--- src/rtl/int_exec_pkg.sv ---
package int_exec_pkg;

  localparam int OP_W = 5;

  typedef enum logic [OP_W-1:0] {
    OP_ADD_T   = 5'd0,
    OP_ADD_W   = 5'd1,
    OP_SUB_T   = 5'd2,
    OP_SUB_W   = 5'd3,
    OP_ADDI_T  = 5'd4,
    OP_ADDI_W  = 5'd5,
    OP_AND     = 5'd6,
    OP_OR      = 5'd7,
    OP_XOR     = 5'd8,
    OP_NOR     = 5'd9,
    OP_ANDI    = 5'd10,
    OP_ORI     = 5'd11,
    OP_XORI    = 5'd12,
    OP_SHL_R   = 5'd13,
    OP_SHR_R   = 5'd14,
    OP_SAR_R   = 5'd15,
    OP_SHL_I   = 5'd16,
    OP_SHR_I   = 5'd17,
    OP_SAR_I   = 5'd18,
    OP_UPPER   = 5'd19
  } aluOp_e;

  localparam logic [OP_W-1:0] LAST_LEGAL_OP = 5'd19;

  typedef enum logic [1:0] {
    RES_ARITH,
    RES_LOGIC,
    RES_SHIFT,
    RES_UPPER
  } resSel_e;

  typedef enum logic [1:0] {
    LOG_AND,
    LOG_OR,
    LOG_XOR,
    LOG_NOR
  } logicFn_e;

  // Strobes handed from the decoder to the datapath
  typedef struct packed {
    logic     legal;
    logic     useImm;
    logic     immSext;
    logic     subtract;
    logic     trapEn;
    logicFn_e logicFn;
    logic     shLeft;
    logic     shArith;
    logic     shAmtReg;
    resSel_e  resSel;
  } aluStrobe_t;

endpackage

--- src/rtl/int_exec_ctrl.sv ---
module int_exec_ctrl
  import int_exec_pkg::*;
(
  input  logic [OP_W-1:0] opSel,
  output aluStrobe_t      strobe
);

  always_comb begin
    strobe = '0;
    strobe.logicFn = LOG_AND;
    strobe.resSel  = RES_ARITH;
    case (opSel)
      OP_ADD_T: begin
        strobe.legal  = 1'b1;
        strobe.trapEn = 1'b1;
      end
      OP_ADD_W: strobe.legal = 1'b1;
      OP_SUB_T: begin
        strobe.legal    = 1'b1;
        strobe.subtract = 1'b1;
        strobe.trapEn   = 1'b1;
      end
      OP_SUB_W: begin
        strobe.legal    = 1'b1;
        strobe.subtract = 1'b1;
      end
      OP_ADDI_T: begin
        strobe.legal   = 1'b1;
        strobe.useImm  = 1'b1;
        strobe.immSext = 1'b1;
        strobe.trapEn  = 1'b1;
      end
      OP_ADDI_W: begin
        strobe.legal   = 1'b1;
        strobe.useImm  = 1'b1;
        strobe.immSext = 1'b1;
      end
      OP_AND, OP_OR, OP_XOR, OP_NOR: begin
        strobe.legal   = 1'b1;
        strobe.resSel  = RES_LOGIC;
        strobe.logicFn = logicFn_e'(opSel - OP_AND);
      end
      OP_ANDI, OP_ORI, OP_XORI: begin
        strobe.legal   = 1'b1;
        strobe.useImm  = 1'b1;
        strobe.resSel  = RES_LOGIC;
        strobe.logicFn = logicFn_e'(opSel - OP_ANDI);
      end
      OP_SHL_R, OP_SHR_R, OP_SAR_R: begin
        strobe.legal    = 1'b1;
        strobe.resSel   = RES_SHIFT;
        strobe.shAmtReg = 1'b1;
        strobe.shLeft   = (opSel == OP_SHL_R);
        strobe.shArith  = (opSel == OP_SAR_R);
      end
      OP_SHL_I, OP_SHR_I, OP_SAR_I: begin
        strobe.legal   = 1'b1;
        strobe.resSel  = RES_SHIFT;
        strobe.shLeft  = (opSel == OP_SHL_I);
        strobe.shArith = (opSel == OP_SAR_I);
      end
      OP_UPPER: begin
        strobe.legal  = 1'b1;
        strobe.resSel = RES_UPPER;
      end
      default: strobe = strobe;
    endcase
  end

endmodule

--- src/rtl/int_exec_shifter.sv ---
module int_exec_shifter #(
  parameter int DATA_W = 32,
  localparam int SH_W  = $clog2(DATA_W)
) (
  input  logic [DATA_W-1:0] shIn,
  input  logic [SH_W-1:0]   shAmt,
  input  logic              shLeft,
  input  logic              shArith,
  output logic [DATA_W-1:0] shOut
);

  logic [DATA_W-1:0] revIn;
  logic [DATA_W-1:0] revOut;
  logic [DATA_W-1:0] stage [SH_W+1];
  logic              fillBit;

  // Left shifts reuse the right-shift network on bit-reversed data
  generate
    for (genvar i = 0; i < DATA_W; i++) begin : g_rev
      assign revIn[i]  = shIn[DATA_W-1-i];
      assign revOut[i] = stage[SH_W][DATA_W-1-i];
    end
  endgenerate

  assign fillBit  = shArith & ~shLeft & shIn[DATA_W-1];
  assign stage[0] = shLeft ? revIn : shIn;

  generate
    for (genvar k = 0; k < SH_W; k++) begin : g_stage
      localparam int STEP = 1 << k;
      assign stage[k+1] = shAmt[k]
        ? {{STEP{fillBit}}, stage[k][DATA_W-1:STEP]}
        : stage[k];
    end
  endgenerate

  assign shOut = shLeft ? revOut : stage[SH_W];

endmodule

--- src/rtl/int_exec_datapath.sv ---
module int_exec_datapath
  import int_exec_pkg::*;
#(
  parameter int DATA_W = 32,
  parameter int IMM_W  = 16,
  localparam int SH_W  = $clog2(DATA_W)
) (
  input  aluStrobe_t        strobe,
  input  logic [DATA_W-1:0] srcA,
  input  logic [DATA_W-1:0] srcB,
  input  logic [IMM_W-1:0]  imm16,
  input  logic [SH_W-1:0]   shamt,
  output logic [DATA_W-1:0] result,
  output logic              wrEn,
  output logic              ovfTrap
);

  logic [DATA_W-1:0] immExt;
  logic [DATA_W-1:0] operandB;
  logic [DATA_W-1:0] addend;
  logic [DATA_W-1:0] sumVal;
  logic              sumOvf;
  logic [DATA_W-1:0] logicVal;
  logic [DATA_W-1:0] shiftVal;
  logic [DATA_W-1:0] upperVal;
  logic [SH_W-1:0]   shAmtSel;

  assign immExt   = strobe.immSext
    ? {{(DATA_W-IMM_W){imm16[IMM_W-1]}}, imm16}
    : {{(DATA_W-IMM_W){1'b0}}, imm16};
  assign operandB = strobe.useImm ? immExt : srcB;

  // Subtract as srcA + ~operandB + 1
  assign addend = strobe.subtract ? ~operandB : operandB;
  assign sumVal = srcA + addend + {{(DATA_W-1){1'b0}}, strobe.subtract};
  assign sumOvf = (srcA[DATA_W-1] == addend[DATA_W-1]) &&
                  (sumVal[DATA_W-1] != srcA[DATA_W-1]);

  always_comb begin
    case (strobe.logicFn)
      LOG_AND: logicVal = srcA & operandB;
      LOG_OR:  logicVal = srcA | operandB;
      LOG_XOR: logicVal = srcA ^ operandB;
      default: logicVal = ~(srcA | operandB);
    endcase
  end

  assign shAmtSel = strobe.shAmtReg ? srcA[SH_W-1:0] : shamt;

  int_exec_shifter #(.DATA_W(DATA_W)) u_shifter (
    .shIn    (srcB),
    .shAmt   (shAmtSel),
    .shLeft  (strobe.shLeft),
    .shArith (strobe.shArith),
    .shOut   (shiftVal)
  );

  assign upperVal = {imm16, {(DATA_W-IMM_W){1'b0}}};

  always_comb begin
    if (!strobe.legal) begin
      result = '0;
    end else begin
      case (strobe.resSel)
        RES_ARITH: result = sumVal;
        RES_LOGIC: result = logicVal;
        RES_SHIFT: result = shiftVal;
        default:   result = upperVal;
      endcase
    end
  end

  assign ovfTrap = strobe.legal & strobe.trapEn & sumOvf;
  assign wrEn    = strobe.legal & ~ovfTrap;

endmodule

--- src/rtl/int_exec_unit.sv ---
module int_exec_unit
  import int_exec_pkg::*;
#(
  parameter int DATA_W = 32,
  parameter int IMM_W  = 16,
  localparam int SH_W  = $clog2(DATA_W)
) (
  input  logic [OP_W-1:0]   opSel,
  input  logic [DATA_W-1:0] srcA,
  input  logic [DATA_W-1:0] srcB,
  input  logic [IMM_W-1:0]  imm16,
  input  logic [SH_W-1:0]   shamt,
  output logic [DATA_W-1:0] result,
  output logic              wrEn,
  output logic              ovfTrap
);

  aluStrobe_t strobe;

  int_exec_ctrl u_ctrl (
    .opSel  (opSel),
    .strobe (strobe)
  );

  int_exec_datapath #(.DATA_W(DATA_W), .IMM_W(IMM_W)) u_dp (
    .strobe  (strobe),
    .srcA    (srcA),
    .srcB    (srcB),
    .imm16   (imm16),
    .shamt   (shamt),
    .result  (result),
    .wrEn    (wrEn),
    .ovfTrap (ovfTrap)
  );

endmodule

--- config.mk ---
export PLATFORM = sky130hd
export DESIGN_NAME = int_exec_unit
export DESIGN_NICKNAME = d
export VERILOG_FILES = /design/src/rtl/int_exec_pkg.sv /design/src/rtl/int_exec_ctrl.sv /design/src/rtl/int_exec_shifter.sv /design/src/rtl/int_exec_datapath.sv /design/src/rtl/int_exec_unit.sv
export SDC_FILE = /design/constraint.sdc
export NUM_CORES = 1
export LEC_CHECK = 0
export BUFFER_PORTS_ARGS = -buffer_cell sky130_fd_sc_hd__buf_4
export CORE_MARGIN = 2
export CORE_UTILIZATION = 55
export DETAILED_ROUTE_END_ITERATION = 7
export PLACE_DENSITY = 0.81
export SKIP_LAST_GASP = 1
export SLEW_MARGIN = 20
export SYNTH_ARGS = -nofsm -noshare
export SYNTH_HDL_FRONTEND = slang
export SYNTH_SLANG_ARGS = --single-unit
--- constraint.sdc ---
create_clock -name vclk -period 4
set_clock_uncertainty 0.2 [all_clocks]
set_input_delay 0.2 -clock vclk [all_inputs]
set_output_delay 0.2 -clock vclk [all_outputs]
set_load 0.01 [all_outputs]
==> flow_summary.yaml, run 1 <==
grt:
  track_usage: 0.739
  gr-total-overflow: 20
  grt_max_degree: 46
floorplan:
  fp.dieW_um: 123
  ios: 124
  dieHeight_um: 123
  fp-row-count: 43
  start_util: 0.563
placed_design:
  port_buffers: 124
  place_congestion: 1.10
  hpwlAfterDp_um: 31100
synthesis:
  synthCells: 1153
  syn_area_per_cell_um2: 6.75
  synth_cell_type_count: 76
  yosys-top-cells-count: "a21oi_1 (144), o21ai_0 (126), mux2i_1 (121)"
  post-synth-top-area-cell: "ha_1"
  synth_warnings: 0
  syn-num-nets: 1346
  synth.area.top_cells: "ha_1 (16%), mux2i_1 (16%), a21oi_1 (9.3%)"
  ys_seq_area_frac: 0
  synth.most_common_cell: "a21oi_1"
  syn_area_um2: 7780
  synth_top_area_frac: 0.164
timing:
  endpoint_type: "output port"
  postGrtWorstEndpoint: "wrEn"
run_status:
  outcome: "did not finish"
  firstError: "[ERROR GRT-0232] Routing congestion too high. Check the congestion heatmap in the GUI."
  lastStage: "global routing (5_1_grt)"
clocking:
  holdBufCountCts: 0
routing by layer:
layer / GRT usage / overflow
met2: 0.913 / 10
met4: 0.756 / 10
met1: 0.736 / 0
met5: 0.299 / 0
met3: 0.563 / 0
per-stage QoR:
stage | setup slack, ns | area [um2] | cells | hold slack [ns]
CTS | -0.248 | 11300 | 1665 | 0.624
detailed placement | -0.616 | 10700 | 1643 | 0.626
global placement | -0.465 | 10700 | 1643 | 0.631
floorplan | 0.00199 | 7790 | 1153 | 0.392
what timing repair did:
| item | 4_1_cts |
|---|---|
| pin swaps | 50 |
| buffers inserted | 22 |
| gates cloned | 1 |
| gates resized for setup | 95 |
| endpoints found under the setup margin | 27 |
cell families after synthesis:
| group | after synthesis | share of synthesized area |
|---|---|---|
| buf+inv | 174 | 0.0925 |
| fa+ha+maj | 103 | 0.167 |
| compound gates | 447 | 0.360 |
| simple gates | 238 | 0.140 |
| xor+xnor | 56 | 0.0631 |
| mux | 135 | 0.178 |
==> inputs of run 2 (changes only) <==
--- a/config.mk
+++ b/config.mk
@@ -7,9 +7,9 @@
 export LEC_CHECK = 0
 export BUFFER_PORTS_ARGS = -buffer_cell sky130_fd_sc_hd__buf_4
 export CORE_MARGIN = 2
-export CORE_UTILIZATION = 55
+export CORE_UTILIZATION = 40
 export DETAILED_ROUTE_END_ITERATION = 7
-export PLACE_DENSITY = 0.81
+export PLACE_DENSITY_LB_ADDON = 0.15
 export SKIP_LAST_GASP = 1
 export SLEW_MARGIN = 20
 export SYNTH_ARGS = -nofsm -noshare
==> constraint.sdc (replaced) <==
create_clock -name vclk -period 5.2
set_clock_uncertainty 0.2 [all_clocks]
set_input_delay 0.26 -clock vclk [all_inputs]
set_output_delay 0.26 -clock vclk [all_outputs]
set_load 0.01 [all_outputs]
==> run 2 against run 1 <==
The flow now finishes without violations; synthesized cell count unchanged; synthesized area stayed put.
==> flow_summary.yaml, run 2 <==
run_status:
  outcome: "completed"
detailed_routing:
  dr.pass1.iters: 6
  drtAntennaViolNets: 0
  post-route-drc-count: 0
  finalWirelength_um: 36000
  drt_iter0_markers: 922
  vias: 9595
  routed_via_density: 6.33
  route.detailed.wl_per_inst_um: 23.8
grt:
  gr-total-overflow: 0
  grt_first_pass_wirelength_um: 53300
  antenna_found_initial: 0
  track_usage: 0.338
  grt_max_degree: 45
  grt_pass1_vias: 8755
min_path:
  hold_class: "input pin to output pin"
  min_to: "result[24]"
  hold_path_startpoint: "imm16[8]"
  worstHoldPathCells: 3
synthesis:
  synth_top_area_frac: 0.164
  synth_cell_type_count: 76
  ys_seq_area_frac: 0
  synthCells: 1153
  syn-num-nets: 1346
  synth.most_common_cell: "a21oi_1"
  post-synth-top-area-cell: "ha_1"
  yosys-top-cells-count: "a21oi_1 (144), o21ai_0 (126), mux2i_1 (121)"
  syn_area_per_cell_um2: 6.75
  synth.area.top_cells: "ha_1 (16%), mux2i_1 (16%), a21oi_1 (9.3%)"
  syn_area_um2: 7780
  synth_warnings: 0
worst_setup_path:
  critical_path.max_stage_delay_ns: 0.43
  crit_arrival_ns: 4.61
  crit_required_ns: 4.74
  path_class: "input pin to output pin"
  end_kind: "output pin"
  slowest_stage: "mux2i_1"
  setup.worst_path.start_class: "input pin"
  cp_max_fo: 26
  path_cells: "buf_4, nor2b_1, a22o_1, nand2_1, buf_12, mux2i_1, xnor2_1, ha_1, and2_1, nand3_1, nor2_1, nand4_1, o21ai_1, a21oi_2, nand2b_1, a211oi_1, buf_4, or3_1, a31oi_1, buf_4"
  cpMostUsedCell: "buf_4"
final_layout:
  drive_gt1_frac: 0.175
  clkbuf_count: 0
  finalNonFillerCells: 1515
  layout_commonest_cell: "buf_4"
  seqCellArea_um2: 0
  antennaDiodeCount: 0
  stdcell_area_um2: 9130
  synthToLayoutAreaGrowth_pct: 17.4
  seq_cells: 0
  nFillCells: 2059
  final_net_count: 1445
  final_cell_mix: "buf_4 (175), a21oi_1 (142), o21ai_0 (124)"
timing:
  max_freq_mhz: 197
  grt_setup_unrepaired: "true"
  finalCriticalPeriod_ns: 5.07
  max_slew_margin: 0.305
  worst-slew-pin-transition_ns: 1.04
  hold_viol_final: 0
  fin_crit_sh: 0.976
  setup_viol: 0
  finalMaxSlewViolations: 0
  hold_ws_ns: 0.747
power:
  vdd_drop_max_mv: 0.0475
  p_per_area_nw_per_um2: 143
  total_power_uw: 1310
  power.leakage_uw: 0.00433
placed_design:
  hpwlAfterDp_um: 29400
  port_buffers: 124
  placed_cell_area_um2: 9110
  place_congestion: 1.02
  dp_cells: 1515
floorplan:
  fp-row-count: 51
  dieHeight_um: 143
  ios: 124
  fp.dieW_um: 143
  core_um2: 19300
  die-area_um2: 20600
  start_util: 0.404
job:
  cap_violations: 0
-- run 2: cell counts after synthesis --
Identical to the previous run, type by type.
-- run 2: area by class of cell --
type / instances / area, um2 / area share
Multi-Input combinational cell: 979 / 7110 / 0.779
Timing Repair Buffer: 176 / 1330 / 0.146
Inverter: 95 / 357 / 0.0391
Tap cell: 265 / 332 / 0.0363
-- run 2: where the power goes --
part / total [uW] / switching (uW) / internal [uW]
Combinational: 1310 / 784 / 522
Clock: 0 / 0 / 0
Sequential: 0 / 0 / 0
Total: 1310 / 784 / 522
-- run 2: kinds of logic (layout without fill, tap and decap cells) --
| logic type | count (synthesis) | count (layout) | synth area share |
|---|---|---|---|
| AO/OA/AOI/OAI | 447 | 447 | 0.360 |
| AND/OR/NAND/NOR | 238 | 238 | 0.140 |
| buffers and inverters | 174 | 271 | 0.0925 |
| multiplexers | 135 | 135 | 0.178 |
| adder cells (fa/ha/maj) | 103 | 103 | 0.167 |
| XOR/XNOR | 56 | 56 | 0.0631 |
-- run 2: worst max-delay path by stage --
| stage | startpoint | end | slack [ns] |
|---|---|---|---|
| 6_report | opSel[2] | result[31] | 0.13 |
| 2_1_floorplan | opSel[3] | result[28] | 0.66 |
| 4_1_cts | opSel[2] | result[28] | 0.08 |
| 3_5_place_dp | opSel[2] | result[28] | 0.10 |
| 5_1_grt | opSel[2] | result[28] | -0.02 |
| 3_3_place_gp | opSel[2] | result[28] | 0.22 |
-- run 2: routing by layer --
| metal | global-route usage | vias up | wire length [um] |
|---|---|---|---|
| met1 | 0.475 | 4515 | 15300 |
| met2 | 0.511 | 519 | 14800 |
| met4 | 0.176 | 0 | 2430 |
| met5 | 0 | - | 0 |
| li1 | - | 4455 | - |
| met3 | 0.0297 | 106 | 3450 |
-- run 2: worst max-delay path, delay by kind of cell --
family	cells	cell delay [ns]
AOI/OAI and AO/OA	5	1.04
xor gates and xnor gates	1	0.17
adders and majority gates	1	0.33
buffers and inverters	4	0.73
muxes	1	0.43
and+or+nand+nor	8	1.62
-- run 2: repair_timing --
action                     CTS  global route
setup endpoints to repair    0             7
resized for setup            0             6
setup buffers                0             0
hold buffers                 0             0
hold endpoints to repair     0             0
-- run 2: metrics by stage --
stage	util	TNS (ns)	setup WS [ns]
3_3_place_gp	0.473	0	0.217
5_1_grt	0.474	-0.0157	-0.0157
3_5_place_dp	0.473	0	0.102
2_1_floorplan	-	0	0.660
6_report	0.474	0	0.127
4_1_cts	0.473	0	0.0770
(Power assumes the default switching activity.)
==> inputs of run 3 (changes only) <==
--- a/config.mk
+++ b/config.mk
@@ -5,10 +5,14 @@
 export SDC_FILE = /design/constraint.sdc
 export NUM_CORES = 1
 export LEC_CHECK = 0
+export ABC_AREA = 1
 export BUFFER_PORTS_ARGS = -buffer_cell sky130_fd_sc_hd__buf_4
+export CELL_PAD_IN_SITES_DETAIL_PLACEMENT = 0
+export CELL_PAD_IN_SITES_GLOBAL_PLACEMENT = 2
 export CORE_MARGIN = 2
-export CORE_UTILIZATION = 40
+export CORE_UTILIZATION = 30
 export DETAILED_ROUTE_END_ITERATION = 7
+export GPL_TIMING_DRIVEN = 1
 export PLACE_DENSITY_LB_ADDON = 0.15
 export SKIP_LAST_GASP = 1
 export SLEW_MARGIN = 20
==> run 3 against run 2 <==
Utilization shrank 12 points; cell count is 28% higher; setup slack better by 0.30 ns; die area is 36% higher; flip-flop and latch count unchanged; critical path depth grew 4; global-route usage shrank 3.6 points; synthesized cell count grew 32%; count of clock-buffer cells in the layout unchanged; wire length up 21%; highest routed layer unchanged.
==> flow_summary.yaml, run 3 <==
detailed_routing:
  post-route-drc-count: 0
  routed_via_density: 5.70
  drt_iter0_markers: 1200
  route.detailed.wl_per_inst_um: 22.5
  dr.pass1.iters: 7
  vias: 11000
  drtAntennaViolNets: 0
  finalWirelength_um: 43500
floorplan:
  dieHeight_um: 167
  start_util: 0.306
  fp-row-count: 59
  die-area_um2: 27900
  ios: 124
  fp.dieW_um: 167
  core_um2: 26100
clocking:
  postCtsSetupBuffers: 0
  holdBufCountCts: 0
  ctsResizeCount: 0
grt:
  track_usage: 0.302
  antenna_found_initial: 0
  grt_pass1_vias: 10400
  grt_first_pass_wirelength_um: 65500
  gr-total-overflow: 0
  grt_max_degree: 49
job:
  cap_violations: 0
synthesis:
  yosys-top-cells-count: "nand3_1 (387), nand2_1 (347), inv_1 (185)"
  synthCells: 1521
  syn_area_um2: 7970
  synth_cell_type_count: 38
  ys_seq_area_frac: 0
  syn-num-nets: 1714
  syn_area_per_cell_um2: 5.24
  synth_top_area_frac: 0.243
  post-synth-top-area-cell: "nand3_1"
  synth_warnings: 0
  synth.area.top_cells: "nand3_1 (24%), nand2_1 (16%), ha_1 (16%)"
  synth.most_common_cell: "nand3_1"
worst_setup_path:
  path_delay_family: "compound AO/OA/AOI/OAI gates"
  path_buf_inv: 5
  critical_path.max_stage_delay_ns: 0.75
  setup.worst_path.start_class: "input pin"
  cpMostUsedCell: "nand2_1"
  crit_required_ns: 4.74
  crit_arrival_ns: 4.31
  slowest_stage: "o21ai_0"
  cp_max_fo: 48
  end_kind: "output pin"
  path_cells: "buf_4, nand2_1, nor2_4, nand2_1, nand3_1, buf_12, o21ai_0, xor2_1, ha_1, nand2_1, nor2_1, nand4_1, o21ai_0, buf_4, a21boi_0, o21ai_0, nand2_1, nand2_1, nand2_1, nand3_1, nand3_1, nand2_1, inv_1, buf_4"
  path_class: "input pin to output pin"
final_layout:
  antennaDiodeCount: 0
  final_cell_mix: "nand3_1 (387), nand2_1 (346), inv_1 (185)"
  seqCellArea_um2: 0
  final_net_count: 1797
  layout_commonest_cell: "nand3_1"
  drive_gt1_frac: 0.124
  fin_util: 0.355
  clkbuf_count: 0
  synthToLayoutAreaGrowth_pct: 16.0
  seq_cells: 0
  nFillCells: 3095
power:
  clockPowerShare: 0
  vdd_drop_max_mv: 0.0590
  p_per_area_nw_per_um2: 150
  power.internal_uw: 473
  p_seq_frac: 0
  total_power_uw: 1390
  p_switching_uw: 913
  combPwrFrac: 1.000
  power.leakage_uw: 0.00487
  swShare: 0.659
timing:
  setup_tns_ns: 0
  max_freq_mhz: 210
  hold_viol_final: 0
  grt_setup_unrepaired: "false"
  finalMaxSlewViolations: 0
  worst-slew-pin-transition_ns: 1.15
  fin_crit_sh: 0.918
  setup_viol: 0
  finalCriticalPeriod_ns: 4.77
  max_slew_margin: 0.229
run_status:
  outcome: "completed"
placed_design:
  hpwlAfterDp_um: 35500
  port_buffers: 124
  place_congestion: 0.958
min_path:
  hold_class: "input pin to output pin"
-- run 3: kinds of logic (layout without fill, tap and decap cells) --
| group | after synthesis | after routing | share of synthesized area |
|---|---|---|---|
| and+or+nand+nor | 863 | 863 | 0.482 |
| AOI/OAI and AO/OA | 247 | 247 | 0.178 |
| adders and majority gates | 103 | 103 | 0.163 |
| buffers and inverters | 273 | 354 | 0.139 |
| xor gates and xnor gates | 35 | 35 | 0.0384 |
-- run 3: area by class of cell --
class                           instances  area (um2)  area share
Tap cell                              335         419      0.0453
Inverter                              193         727      0.0786
Multi-Input combinational cell       1248        6880       0.744
Timing Repair Buffer                  161        1220       0.132
-- run 3: final timing paths --
| kind | to | depth (start not counted) | startpoint | slack (ns) |
|---|---|---|---|---|
| hold / removal | result[28] | 6 | imm16[12] | 0.74 |
| setup / recovery | result[26] | 24 | opSel[3] | 0.43 |
-- run 3: metal layers --
layer	up-vias	GRT usage	part of all wire
met4	0	0.0618	0.024
met2	471	0.498	0.45
met1	5253	0.433	0.46
met5	-	0	0
li1	5289	-	-
met3	32	0.0157	0.063
-- run 3: power groups by stage --
| stage | registers [uW] | clock network [uW] | logic (uW) |
|---|---|---|---|
| final | 0 | 0 | 1390 |
| after global routing | 0 | 0 | 1520 |
| after CTS | 0 | 0 | 1370 |
| after detailed placement | 0 | 0 | 1360 |
| after global placement | 0 | 0 | 1370 |
| after floorplan | 0 | 0 | 842 |
-- run 3: worst min-delay path, delay by kind of cell --
kind	cells	cell delay (ns)
buf+inv	3	0.26
simple gates	3	0.18
-- run 3: through the flow --
step	std cells	hold slack [ns]	worst slack [ns]	cell area (um2)
final	1937	0.743	0.428	9250
after global routing	1937	0.783	0.0947	9250
after CTS	1937	0.751	0.525	9250
after detailed placement	1937	0.746	0.580	9250
after global placement	1937	0.751	0.514	9250
after floorplan	1521	0.518	1.40	7970
